### src/rtl/hs_ctrl_pkg.sv
package hs_ctrl_pkg;

    typedef enum logic [3:0] {
        IDLE,
        RD_STROBE,
        RD_MARK,
        RD_ENABLE,
        RD_ACK,
        RD_DROP_EN,
        RD_RELEASE,
        WR_ENABLE,
        WR_STROBE,
        WR_DROP_EN,
        WR_ACK,
        WR_RELEASE,
        FAULT
    } hs_state_e;

    typedef struct packed {
        logic ack;
        logic strobe;
        logic en;
        logic mark;
    } hs_out_t;

    function automatic hs_out_t decode_outputs(hs_state_e s);
        hs_out_t o;
        o = '0;
        unique case (s)
            RD_STROBE:  o = '{ack: 1'b0, strobe: 1'b1, en: 1'b0, mark: 1'b0};
            RD_MARK:    o = '{ack: 1'b0, strobe: 1'b1, en: 1'b0, mark: 1'b1};
            RD_ENABLE:  o = '{ack: 1'b0, strobe: 1'b1, en: 1'b1, mark: 1'b1};
            RD_ACK:     o = '{ack: 1'b1, strobe: 1'b1, en: 1'b1, mark: 1'b1};
            RD_DROP_EN: o = '{ack: 1'b1, strobe: 1'b1, en: 1'b0, mark: 1'b1};
            RD_RELEASE: o = '{ack: 1'b0, strobe: 1'b0, en: 1'b0, mark: 1'b1};
            WR_ENABLE:  o = '{ack: 1'b0, strobe: 1'b0, en: 1'b1, mark: 1'b0};
            WR_STROBE:  o = '{ack: 1'b0, strobe: 1'b1, en: 1'b1, mark: 1'b0};
            WR_DROP_EN: o = '{ack: 1'b0, strobe: 1'b1, en: 1'b0, mark: 1'b0};
            WR_ACK:     o = '{ack: 1'b1, strobe: 1'b1, en: 1'b0, mark: 1'b0};
            default:    o = '0;
        endcase
        return o;
    endfunction

endpackage

### src/rtl/hs_sync.sv
module hs_sync #(
    parameter int WIDTH  = 3,
    parameter int STAGES = 2
) (
    input  logic             clk,
    input  logic             rst_n,
    input  logic [WIDTH-1:0] async_in,
    output logic [WIDTH-1:0] sync_out
);
    localparam int LAST = STAGES - 1;

    logic [WIDTH-1:0] chain [STAGES];

    generate
        for (genvar g = 0; g < STAGES; g++) begin : g_stage
            always_ff @(posedge clk) begin
                if (!rst_n) begin
                    chain[g] <= '0;
                end else begin
                    if (g == 0) chain[g] <= async_in;
                    else        chain[g] <= chain[(g == 0) ? 0 : g - 1];
                end
            end
        end
    endgenerate

    assign sync_out = chain[LAST];
endmodule

### src/rtl/hs_fsm.sv
module hs_fsm
    import hs_ctrl_pkg::*;
(
    input  logic clk,
    input  logic rst_n,
    input  logic rd_s,
    input  logic wr_s,
    input  logic ack_s,
    output logic host_ack,
    output logic dev_strobe,
    output logic xcvr_en,
    output logic seq_mark,
    output logic proto_err
);
    hs_state_e state_q, state_d;
    hs_out_t   nxt_out;

    always_comb begin
        state_d = state_q;
        if (state_q != FAULT && rd_s && wr_s) begin
            state_d = FAULT;
        end else begin
            unique case (state_q)
                IDLE: begin
                    if (ack_s)     state_d = FAULT;
                    else if (rd_s) state_d = RD_STROBE;
                    else if (wr_s) state_d = WR_ENABLE;
                end
                RD_STROBE:  if (ack_s) state_d = RD_MARK;
                RD_MARK:    state_d = ack_s ? RD_ENABLE : FAULT;
                RD_ENABLE:  state_d = ack_s ? RD_ACK : FAULT;
                RD_ACK: begin
                    if (!ack_s)    state_d = FAULT;
                    else if (!rd_s) state_d = RD_DROP_EN;
                end
                RD_DROP_EN: state_d = ack_s ? RD_RELEASE : FAULT;
                RD_RELEASE: if (!ack_s) state_d = IDLE;
                WR_ENABLE:  state_d = ack_s ? FAULT : WR_STROBE;
                WR_STROBE:  if (ack_s) state_d = WR_DROP_EN;
                WR_DROP_EN: state_d = ack_s ? WR_ACK : FAULT;
                WR_ACK: begin
                    if (!ack_s)     state_d = FAULT;
                    else if (!wr_s) state_d = WR_RELEASE;
                end
                WR_RELEASE: if (!ack_s) state_d = IDLE;
                FAULT:      state_d = FAULT;
                default:    state_d = FAULT;
            endcase
        end
    end

    always_ff @(posedge clk) begin
        if (!rst_n) state_q <= IDLE;
        else        state_q <= state_d;
    end

    assign nxt_out = decode_outputs(state_d);

    always_ff @(posedge clk) begin
        if (!rst_n) begin
            host_ack   <= 1'b0;
            dev_strobe <= 1'b0;
            xcvr_en    <= 1'b0;
            seq_mark   <= 1'b0;
            proto_err  <= 1'b0;
        end else if (state_d == FAULT) begin
            proto_err  <= 1'b1;
        end else begin
            host_ack   <= nxt_out.ack;
            dev_strobe <= nxt_out.strobe;
            xcvr_en    <= nxt_out.en;
            seq_mark   <= nxt_out.mark;
        end
    end

    // host acknowledge only after the device has acknowledged
    p_ack_after_dev_r3: assert property (@(posedge clk) disable iff (!rst_n)
        $rose(host_ack) |-> dev_strobe && $past(ack_s));

    // strobe never launched while device acknowledge is high
    p_strobe_needs_idle_dev_r8: assert property (@(posedge clk) disable iff (!rst_n)
        $rose(dev_strobe) |-> !$past(ack_s));

    // marker set only inside the strobe window before the enable
    p_mark_set_window_r5: assert property (@(posedge clk) disable iff (!rst_n)
        $rose(seq_mark) |-> dev_strobe && !xcvr_en);

    // marker cleared only after device acknowledge has dropped
    p_mark_clear_r5: assert property (@(posedge clk) disable iff (!rst_n)
        $fell(seq_mark) |-> !$past(ack_s) && !dev_strobe);

    // conflicting requests force the fault flag
    p_dual_request_r9: assert property (@(posedge clk) disable iff (!rst_n)
        (rd_s && wr_s) |=> proto_err);

    // fault is sticky and freezes outputs
    p_fault_freeze_r11: assert property (@(posedge clk) disable iff (!rst_n)
        proto_err |=> proto_err && $stable({host_ack, dev_strobe, xcvr_en, seq_mark}));
endmodule

### src/rtl/hs_ctrl.sv
module hs_ctrl #(
    parameter int SYNC_STAGES = 2
) (
    input  logic clk,
    input  logic rst_n,
    input  logic host_rd_req,
    input  logic host_wr_req,
    input  logic dev_ack_in,
    output logic host_ack,
    output logic dev_strobe,
    output logic xcvr_en,
    output logic seq_mark,
    output logic proto_err
);
    localparam int NUM_IN = 3;

    logic [NUM_IN-1:0] raw_in, clean_in;

    assign raw_in = {host_rd_req, host_wr_req, dev_ack_in};

    hs_sync #(.WIDTH(NUM_IN), .STAGES(SYNC_STAGES)) u_sync (
        .clk      (clk),
        .rst_n    (rst_n),
        .async_in (raw_in),
        .sync_out (clean_in)
    );

    hs_fsm u_fsm (
        .clk        (clk),
        .rst_n      (rst_n),
        .rd_s       (clean_in[2]),
        .wr_s       (clean_in[1]),
        .ack_s      (clean_in[0]),
        .host_ack   (host_ack),
        .dev_strobe (dev_strobe),
        .xcvr_en    (xcvr_en),
        .seq_mark   (seq_mark),
        .proto_err  (proto_err)
    );
endmodule

### config.mk
export PLATFORM = sky130hd
export DESIGN_NAME = hs_ctrl
export DESIGN_NICKNAME = d
export VERILOG_FILES = /design/src/rtl/hs_ctrl_pkg.sv /design/src/rtl/hs_sync.sv /design/src/rtl/hs_fsm.sv /design/src/rtl/hs_ctrl.sv
export SDC_FILE = /design/constraint.sdc
export NUM_CORES = 1
export LEC_CHECK = 0
export BUFFER_PORTS_ARGS = -buffer_cell sky130_fd_sc_hd__buf_2
export CAP_MARGIN = 10
export CORE_ASPECT_RATIO = 0.9
export CORE_MARGIN = 2
export CORE_UTILIZATION = 55
export CTS_CLUSTER_SIZE = 30
export DETAILED_ROUTE_END_ITERATION = 6
export GPL_ROUTABILITY_DRIVEN = 0
export GPL_TIMING_DRIVEN = 0
export MAX_ROUTING_LAYER = met4
export PLACE_DENSITY = 0.73
export SLEW_MARGIN = 20
export SYNTH_ARGS = -nofsm -noshare
export SYNTH_HDL_FRONTEND = slang
export SYNTH_HIERARCHICAL = 1
export SYNTH_SLANG_ARGS = --single-unit
### constraint.sdc
create_clock -name clk -period 2.2 [get_ports clk]
set_input_delay 0.33 -clock clk [delete_from_list [all_inputs] [get_ports clk]]
set_output_delay 0.33 -clock clk [all_outputs]
set_load 0.02 [all_outputs]
==> results.yml, run 1 <==
run_status:
  status: "finished, final reports clean"
drt:
  drt-initial-drc-count: 10
  drc: 0
  avgRoutedWirePerCell_um: 12.7
  dr.pass1.iters: 4
  viasPerCell: 5.86
  postRouteAntennaNets: 0
  routed_wl_um: 1590
  vias: 732
worst_setup_path:
  crit_chain: "buf_4, o21ai_0, a31oi_1, a31oi_1, or2_2, buf_2, inv_1, ha_1, mux2i_1, a31o_2"
  critPathBufInv: 3
  critical_path_class: "reg2reg"
  reg2reg_from: "u_fsm/state_q[0]$_SDFF_PN0_"
  worstPathMaxFanout: 9
  cpPeakStageDelay_ns: 0.32
  start_kind: "flop"
  timing.rr.end: "u_fsm/seq_mark$_SDFFE_PN0P_"
  reg2reg_slack_ns: 0.15
  cpMostUsedCell: "a31oi_1"
  worst-path-stages: 10
  crit_path_end_kind: "flop"
  cpLargestDelayFamily: "compound AO/OA/AOI/OAI gates"
  arrival_ns: 2.23
  reg2regPathDepth: 10
  crit_required_ns: 2.38
  critPathSlowestCell: "dfxtp_1"
floorplanning:
  num_io_pins: 10
  die_area_um2: 1850
  initial_core_util: 0.583
  die-width_um: 45.1
  rows: 13
  coreArea_um2: 1430
  fp.dieH_um: 41.0
timing:
  finClkSkew_ns: 0.00926
  setup_viol: 0
  max-slew-margin-rel: 0.748
  fmax_ghz: 0.488
  timing.setup.tns_ns: 0
  rsz0062_at_grt: "no"
  tightest_slew_ns: 0.373
  slew_viol_final: 0
  hold_viol_final: 0
  min_period_ns: 2.05
  min_period_over_period: 0.931
  holdWs_ns: 0.265
logic_synthesis:
  synth_xor_area_frac: 0
  synth_top_family_by_area: "simple AND/OR/NAND/NOR gates"
  synthAdderAreaFrac: 0.0300
  syn_area_um2: 835
  synth_compound_area_frac: 0.250
  synth.area.mux_share: 0.0240
  async_flop_share: 0
  synth_ff_type: "dfxtp_1"
  yosys_warnings: 6
  synth_cell_types: 41
  synth-seq-area-share: 0.360
  synth_fp_nets: 104
  avgSynthCellArea_um2: 8.60
  netlist_instances: 97
  synth-simple-area-share: 0.252
  synth_edf_count: 0
  ys_ff_latch: 15
cells_and_area:
  area_growth_pct: 12.4
  fin_nets: 118
  n_antenna_cell: 0
  fin_area_um2: 938
  mostFrequentLayoutCells: "15 x dfxtp_1, 11 x buf_2, 9 x nor2_1"
  drive_gt1_frac: 0.300
  nFillCells: 137
  layout_commonest_cell: "dfxtp_1"
  post-route-util: 0.656
placement:
  dp.final_hpwl_um: 1200
  dpl_cell_area_um2: 898
  port_buffers: 9
clock_tree:
  clockRootBuffer: "clkbuf_4"
  cts_buffers: 3
  cts_max_level: 1
  clockBufferDepth: 2
  tritoncts: "done"
  clkTransAtPathRegs_ns: 0.09
  clock_sink_count: 15
  postCtsSetupBuffers: 0
  clk_latency_ns: 0.27
  hold_buffers: 0
grt:
  antenna_found_initial: 0
  grt-ovfl-total: 0
  grt_max_degree: 12
  grt_pass1_vias: 575
  grtUsageTotal: 0.200
  grt_pass1_wl_um: 2530
power:
  irDropWorstVdd_v: 0.000648
  p_leak_nw: 0.415
  powerDensity_nw_per_um2: 888
flow_run:
  cap_violations: 0
min_path:
  min_from: "dev_ack_in"
  hold_path.class: "in2reg"
  hold_path_end: "u_sync/chain[0][0]$_SDFF_PN0_"
  whs_path_depth: 2
per-layer routing:
layer  vias up  wire, um  global-route usage
met3         2        72              0.0396
met5         -         0                   -
met4         0        17              0.0882
li1        373         -                   -
met2        20       713               0.282
met1       337       782               0.275
worst max-delay path by stage:
stage / from / end / slack (ns)
6_report: u_fsm/state_q[0]$_SDFF_PN0_ / u_fsm/seq_mark$_SDFFE_PN0P_ / 0.15
5_1_grt: u_fsm/state_q[0]$_SDFF_PN0_ / u_fsm/host_ack$_SDFFE_PN0P_ / 0.02
4_1_cts: u_sync/chain[1][0]$_SDFF_PN0_ / u_fsm/seq_mark$_SDFFE_PN0P_ / 0.10
3_5_place_dp: u_sync/chain[1][0]$_SDFF_PN0_ / u_fsm/seq_mark$_SDFFE_PN0P_ / 0.13
3_3_place_gp: u_sync/chain[1][0]$_SDFF_PN0_ / u_fsm/host_ack$_SDFFE_PN0P_ / 0.19
2_1_floorplan: u_sync/chain[1][0]$_SDFF_PN0_ / u_fsm/host_ack$_SDFFE_PN0P_ / 0.34
synth_stat cells (2+ instances only):
master	n	area, um^2
nand2b_4	2	27.5
nand2_1	8	30.0
a211o_2	2	20.0
mux2i_1	2	20.0
o211ai_1	2	15.0
dfxtp_1	15	300
a21oi_1	3	15.0
nor2_1	9	33.8
ha_1	2	25.0
o311ai_1	2	17.5
a31oi_1	2	12.5
o21ai_0	4	20.0
and2_1	7	43.8
inv_1	6	22.5
o21a_1	2	15.0
buf_2	4	20.0
registers in the layout, summed over array words and instances, names as in the netlist:
register and cells:
u_sync/chain 6, u_fsm/state_q 4, u_fsm/dev_strobe 1, u_fsm/host_ack 1, u_fsm/proto_err 1, u_fsm/seq_mark 1, u_fsm/xcvr_en 1
area by class of cell:
cell class,instances,area [um^2],area share
Clock buffer,4,26.3,0.0280
Sequential cell,15,300,0.320
Timing Repair Buffer,9,45.0,0.0480
Inverter,7,26.3,0.0280
Buffer,7,48.8,0.0520
Multi-Input combinational cell,68,473,0.504
Tap cell,15,18.8,0.0200
metrics by stage:
stage          power (mW)  setup slack [ns]  cells
6_report            0.834             0.153    125
5_1_grt             0.889            0.0170    125
4_1_cts             0.833             0.105    125
3_5_place_dp        0.683             0.129    121
3_3_place_gp        0.673             0.192    121
2_1_floorplan       0.606             0.335     97
what timing repair did:
item / in CTS / in global routing
hold endpoints to repair: 0 / 0
endpoints found under the setup margin: 0 / 3
gates resized for setup: 0 / 5
worst reg2reg max path: stages, from the launching register on:
cell and delay [ns]:
dfxtp_1 0.32, buf_4 0.16, o21ai_0 0.10, a31oi_1 0.19, a31oi_1 0.08, or2_2 0.28, buf_2 0.17, inv_1 0.12
ha_1 0.21, mux2i_1 0.09, a31o_2 0.24
power breakdown:
group | internal (mW) | total [mW] | switching [mW]
Clock | 0.0702 | 0.149 | 0.0791
Combinational | 0.144 | 0.343 | 0.199
Sequential | 0.315 | 0.342 | 0.0270
Total | 0.529 | 0.834 | 0.305
cell families (layout without fill, tap and decap cells):
logic type | count (synthesis) | in the layout
mux | 2 | 2
buf+inv | 14 | 27
simple gates | 37 | 37
compound gates | 27 | 27
flops | 15 | 15
fa+ha+maj | 2 | 2
Note: power is estimated with default switching activity, not from simulation.
==> run 2: changes to the inputs <==
--- a/config.mk
+++ b/config.mk
@@ -15,7 +15,7 @@
 export GPL_ROUTABILITY_DRIVEN = 0
 export GPL_TIMING_DRIVEN = 0
 export MAX_ROUTING_LAYER = met4
-export PLACE_DENSITY = 0.73
+export PLACE_DENSITY = 0.74
 export SLEW_MARGIN = 20
 export SYNTH_ARGS = -nofsm -noshare
 export SYNTH_HDL_FRONTEND = slang
==> constraint.sdc (replaced) <==
create_clock -name clk -period 1.9 [get_ports clk]
set_input_delay 0.285 -clock clk [delete_from_list [all_inputs] [get_ports clk]]
set_output_delay 0.285 -clock clk [all_outputs]
set_load 0.02 [all_outputs]
==> run 2 against run 1 <==
The run now ends with setup timing left. Cell area rose by 12%. Power rose by 25%. Sequential power rose by 17%. Clock skew fell by 0.0081 ns.
==> results.yml, run 2 (same netlist as run 1, synthesis figures left out) <==
run_status:
  status: "finished with violations"
  violations: "setup timing"
worst_setup_path:
  reg2reg_from: "u_fsm/state_q[1]$_SDFF_PN0_"
  timing.rr.end: "u_fsm/host_ack$_SDFFE_PN0P_"
  critPathLaunch: "u_fsm/state_q[1]$_SDFF_PN0_"
  crit_required_ns: 2.14
  arrival_ns: 2.15
  worstPathMaxFanout: 5
  crit_path_end_kind: "flop"
  critical_path_class: "reg2reg"
  start_kind: "flop"
  crit_end: "u_fsm/host_ack$_SDFFE_PN0P_"
  reg2regPathDepth: 6
  reg2reg_slack_ns: -0.01
cells_and_area:
  nFillCells: 114
  post-route-util: 0.732
  mostFrequentLayoutCells: "11 x buf_2, 11 x dfxtp_1, 8 x nor2_1, 8 x nand2_1, 7 x and2_1"
  stdcell_count: 131
  drive_gt1_frac: 0.448
  fin_nets: 124
  area_growth_pct: 25.5
  reg_top3: "u_sync/chain: 6 flops, u_fsm/state_q: 4 flops"
  n_antenna_cell: 0
  largest_reg_flops: 6
  top_register: "u_sync/chain"
power:
  finalPower_mw: 1.04
  power_frac_seq: 0.383
  pwr-share-clk: 0.187
  swShare: 0.383
  power.switching_mw: 0.400
  combPwrFrac: 0.430
  p_int_mw: 0.645
  p_leak_nw: 0.449
  powerDensity_nw_per_um2: 997
  irDropWorstVdd_v: 0.000662
drt:
  avgRoutedWirePerCell_um: 14.1
  viasPerCell: 5.99
  drc: 0
  dr.pass1.iters: 4
  drt-initial-drc-count: 13
  postRouteAntennaNets: 0
  vias: 785
  routed_wl_um: 1850
flow_run:
  cap_violations: 0
floorplanning:
  num_io_pins: 10
  die_area_um2: 1850
  fp.dieH_um: 41.0
  initial_core_util: 0.583
  coreArea_um2: 1430
  rows: 13
  die-width_um: 45.1
clock_tree:
  clock_sink_count: 15
  clockBufferDepth: 2
  clkTransAtPathRegs_ns: 0.10
  hold_buffers: 0
  clk_latency_ns: 0.29
  cts_buffers: 3
  cts_max_level: 1
  tritoncts: "done"
  clockRootBuffer: "clkbuf_4"
grt:
  grtUsageTotal: 0.200
  antenna_found_initial: 0
  grt-ovfl-total: 0
  grt_pass1_vias: 558
  grt_max_degree: 12
  grt_pass1_wl_um: 2470
timing:
  setup_slack_ns: -0.0134
  min_period_over_period: 1.01
  fmax_ghz: 0.523
  setup_viol: 1
  tightest_slew_ns: 0.387
  max-slew-margin-rel: 0.738
  slew_viol_final: 0
  min_period_ns: 1.91
  hold_viol_final: 0
  holdWs_ns: 0.189
  timing.setup.tns_ns: -0.0134
  finClkSkew_ns: 0.00117
min_path:
  hold_path.class: "in2reg"
placement:
  port_buffers: 9
  dpl.cell_count: 121
  dp.final_hpwl_um: 1240
-- run 2: cell type report --
| type | instances | area [um^2] | share of cell area |
|---|---|---|---|
| Multi-Input combinational cell | 68 | 514 | 0.491 |
| Inverter | 7 | 26.3 | 0.0251 |
| Timing Repair Buffer | 16 | 92.6 | 0.0884 |
| Sequential cell | 15 | 308 | 0.294 |
| Clock buffer | 3 | 22.5 | 0.0215 |
| Tap cell | 15 | 18.8 | 0.0179 |
| Buffer | 6 | 57.6 | 0.0550 |
| Clock inverter | 1 | 7.51 | 0.00717 |
-- run 2: worst min-delay path by stage --
stage                                        startpoint                             to  slack, ns  cells after the start
after global placement    u_sync/chain[0][1]$_SDFF_PN0_  u_sync/chain[1][1]$_SDFF_PN0_       0.41                      1
after global routing                        host_rd_req  u_sync/chain[0][2]$_SDFF_PN0_       0.18                      2
after detailed placement  u_sync/chain[0][1]$_SDFF_PN0_  u_sync/chain[1][1]$_SDFF_PN0_       0.42                      1
final                                        dev_ack_in  u_sync/chain[0][0]$_SDFF_PN0_       0.19                      2
after CTS                                    dev_ack_in  u_sync/chain[0][0]$_SDFF_PN0_       0.18                      2
after floorplan                                   rst_n   u_fsm/proto_err$_SDFFE_PN0N_       0.40                      1
-- run 2: power groups by stage --
stage / clock, mW / combinational, mW / sequential [mW]
2_1_floorplan: 0 / 0.265 / 0.437
3_3_place_gp: 0 / 0.378 / 0.400
3_5_place_dp: 0 / 0.389 / 0.402
4_1_cts: 0.203 / 0.402 / 0.396
5_1_grt: 0.217 / 0.483 / 0.407
6_report: 0.195 / 0.449 / 0.400
-- run 2: metal layers --
metal,routed length [um],GRT usage,up-vias,share of wire
met5,0,-,-,0
met1,864,0.253,372,0.47
met3,94,0.0661,2,0.051
li1,-,-,386,-
met2,870,0.311,25,0.47
met4,16,0.0441,0,0.0087
-- run 2: per-stage QoR --
| step | worst slack (ns) | cell area [um^2] |
|---|---|---|
| floorplan | 0.0353 | 835 |
| global placement | -0.108 | 898 |
| detailed placement | -0.181 | 898 |
| CTS | 0.0225 | 958 |
| global route | -0.0451 | 1050 |
| finish | -0.0134 | 1050 |
-- run 2: critical path, stage by stage (launching register included) --
cell      delay [ns]
dfxtp_4         0.37
buf_6           0.13
buf_4           0.13
o311ai_1        0.38
nand4_1         0.31
a211o_2         0.42
a21oi_2         0.12
-- run 2: what timing repair did --
action                     CTS  global route
setup buffers                0             5
gates resized for setup     11            13
hold endpoints to repair     0             0
cloned                       0             2
setup endpoints to repair    4             4
pin swaps                    1             6
==> run 3: changes to the inputs <==
--- a/config.mk
+++ b/config.mk
@@ -5,6 +5,7 @@
 export SDC_FILE = /design/constraint.sdc
 export NUM_CORES = 1
 export LEC_CHECK = 0
+export ABC_AREA = 1
 export BUFFER_PORTS_ARGS = -buffer_cell sky130_fd_sc_hd__buf_2
 export CAP_MARGIN = 10
 export CORE_ASPECT_RATIO = 0.9
@@ -14,7 +15,6 @@
 export DETAILED_ROUTE_END_ITERATION = 6
 export GPL_ROUTABILITY_DRIVEN = 0
 export GPL_TIMING_DRIVEN = 0
-export MAX_ROUTING_LAYER = met4
 export PLACE_DENSITY = 0.74
 export SLEW_MARGIN = 20
 export SYNTH_ARGS = -nofsm -noshare
==> run 3 against run 2 <==
The run now ends clean. Power rose by 61%. Die area is 6.0% higher. Synthesized cell count grew 51%. Non-clock buffer count is 8 lower. Clock-buffer cell count did not move. Sequential share of layout area increased by 0.083 points. Setup slack gained 0.13 ns. Utilization is 0.89 points lower. First-iteration DRC count rose by 120%. Clock power fell by 6%. Cell area rose by 2.2%. Critical path type unchanged. Critical endpoint is now u_fsm/xcvr_en$_SDFFE_PN0P_.
==> results.yml, run 3 <==
run_status:
  status: "finished, final reports clean"
drt:
  drt-initial-drc-count: 29
  postRouteAntennaNets: 0
  vias: 931
  drc: 0
  routed_wl_um: 1950
  avgRoutedWirePerCell_um: 10.6
  dr.pass1.iters: 4
  viasPerCell: 5.06
timing:
  min_period_ns: 1.79
  setup_viol: 0
  finClkSkew_ns: 0.00358
  tightest_slew_ns: 0.264
  fmax_ghz: 0.560
  hold_viol_final: 0
  slew_viol_final: 0
  min_period_over_period: 0.940
  holdWs_ns: 0.180
  max-slew-margin-rel: 0.823
placement:
  dp.final_hpwl_um: 1380
  port_buffers: 9
clock_tree:
  cts_buffers: 3
  clk_latency_ns: 0.28
  clock_sink_count: 15
  clockRootBuffer: "clkbuf_4"
  tritoncts: "done"
  clkTransAtPathRegs_ns: 0.09
  cts_max_level: 1
  clockBufferDepth: 2
logic_synthesis:
  async_flop_share: 0
  synth_most_common_cell: "nand2_1"
  synth_ff_type: "dfxtp_1"
  netlist_instances: 146
  syn_area_um2: 890
  synth-seq-area-share: 0.338
  avgSynthCellArea_um2: 6.09
  synth_top_cells_by_count: "44 x nand2_1, 24 x inv_1, 21 x nor2_1, 15 x dfxtp_1, 13 x nand3_1"
  yosysTopAreaCellShare: 0.338
  synth_area_leader_cell: "dfxtp_1"
  yosys_warnings: 6
  synth_fp_nets: 153
  synth_edf_count: 0
  synth_cell_types: 19
  yosys-top-cells-area: "dfxtp_1 34%, nand2_1 19%, inv_1 10%"
  ys_ff_latch: 15
floorplanning:
  die_area_um2: 1960
  coreArea_um2: 1480
  fp.dieH_um: 42.2
  die-width_um: 46.4
  rows: 13
  initial_core_util: 0.601
  num_io_pins: 10
worst_setup_path:
  crit_required_ns: 2.09
  arrival_ns: 1.97
  reg2reg_slack_ns: 0.11
  worstPathMaxFanout: 6
  critical_path_class: "reg2reg"
  start_kind: "flop"
  crit_path_end_kind: "flop"
power:
  powerDensity_nw_per_um2: 1570
  irDropWorstVdd_v: 0.00107
  finalPower_mw: 1.68
  p_leak_nw: 0.592
cells_and_area:
  area_growth_pct: 20.3
  top_register: "u_sync/chain"
  n_antenna_cell: 0
  fin_nets: 170
  post-route-util: 0.723
  drive_gt1_frac: 0.272
  largest_reg_flops: 6
  mostFrequentLayoutCells: "40 x nand2_1, 19 x inv_1, 16 x nor2_1"
  layout_commonest_cell: "nand2_1"
  reg_top3: "u_sync/chain: 6 flops, u_fsm/state_q: 4 flops"
flow_run:
  cap_violations: 0
grt:
  grtUsageTotal: 0.219
  grt_pass1_wl_um: 3190
  grt_max_degree: 12
  grt-ovfl-total: 0
  antenna_found_initial: 0
  grt_pass1_vias: 773
min_path:
  hold_path.class: "in2reg"
run 3: cell types whose count changed in the layout (fill, tap and decap cells not counted), sizes merged, moves of 3 or more:
cell    before  now
nand2b       3    0
nand2        8   45
nand4        1    5
nor2         9   23
buf         20   14
o311ai       3    0
nand3        1   14
inv          7   26
and2         7    0
run 3: power by group:
part	internal, mW	switching (mW)
Combinational	0.361	0.643
Clock	0.0798	0.104
Sequential	0.407	0.0844
run 3: path summary, 6_finish.rpt:
kind | startpoint | cells past startpoint | endpoint
max reg2reg | u_fsm/state_q[3]$_SDFF_PN0_ | 14 | u_fsm/xcvr_en$_SDFFE_PN0P_
min reg2reg | u_sync/chain[0][1]$_SDFF_PN0_ | 2 | u_sync/chain[1][1]$_SDFF_PN0_
min | host_rd_req | 3 | u_sync/chain[0][2]$_SDFF_PN0_
max | u_fsm/state_q[3]$_SDFF_PN0_ | 14 | u_fsm/xcvr_en$_SDFFE_PN0P_
run 3: worst max-delay path, stage by stage, from the launching register on:
cell,delay (ns)
dfxtp_4,0.38
inv_2,0.08
nand2_1,0.08
nor2_1,0.11
nand3b_1,0.13
nand2_1,0.06
nand2_1,0.09
nand2_2,0.09
ha_1,0.31
inv_1,0.05
nand2_1,0.04
nand3_1,0.09
nand3_1,0.08
nand2_1,0.06
inv_1,0.03
run 3: logic make-up after synthesis:
family,count (synthesis),share of synthesized area
AO/OA/AOI/OAI,11,0.0689
adder cells (fa/ha/maj),2,0.0281
buffers and inverters,28,0.128
flip-flops,15,0.338
AND/OR/NAND/NOR,90,0.437
run 3: metal layers:
layer / wire, um / vias up / part of all wire / global-route usage
met2: 915 / 36 / 0.47 / 0.322
met4: 14 / 0 / 0.0072 / 0.0514
met1: 894 / 406 / 0.46 / 0.317
met3: 123 / 2 / 0.063 / 0.0517
met5: 0 / - / 0 / 0
li1: - / 487 / - / -
run 3: timing repair:
item,CTS,global route
resized for setup,3,25
buffers inserted,0,3
endpoints found under the setup margin,1,2
pin swaps,0,4
hold buffers,0,0
run 3: stage by stage:
stage	instance area [um^2]	TNS [ns]	setup slack [ns]	instances
after detailed placement	962	-0.0654	-0.0654	177
after global placement	962	-0.0317	-0.0317	177
after floorplan	890	0	0.220	146
final	1070	0	0.113	184
after global routing	1070	-0.0333	-0.0333	184
after CTS	997	0	0.00220	181
run 3: cell type report:
| type | instances | area (um^2) |
|---|---|---|
| clock inverters | 1 | 7.51 |
| multi-input cells | 103 | 510 |
| well taps | 22 | 27.5 |
| fillers | 135 | 410 |
| plain buffers | 2 | 16.3 |
| flip-flops and latches | 15 | 315 |
| clock buffers | 3 | 22.5 |
| repair buffers | 12 | 67.6 |
| inverters | 26 | 103 |
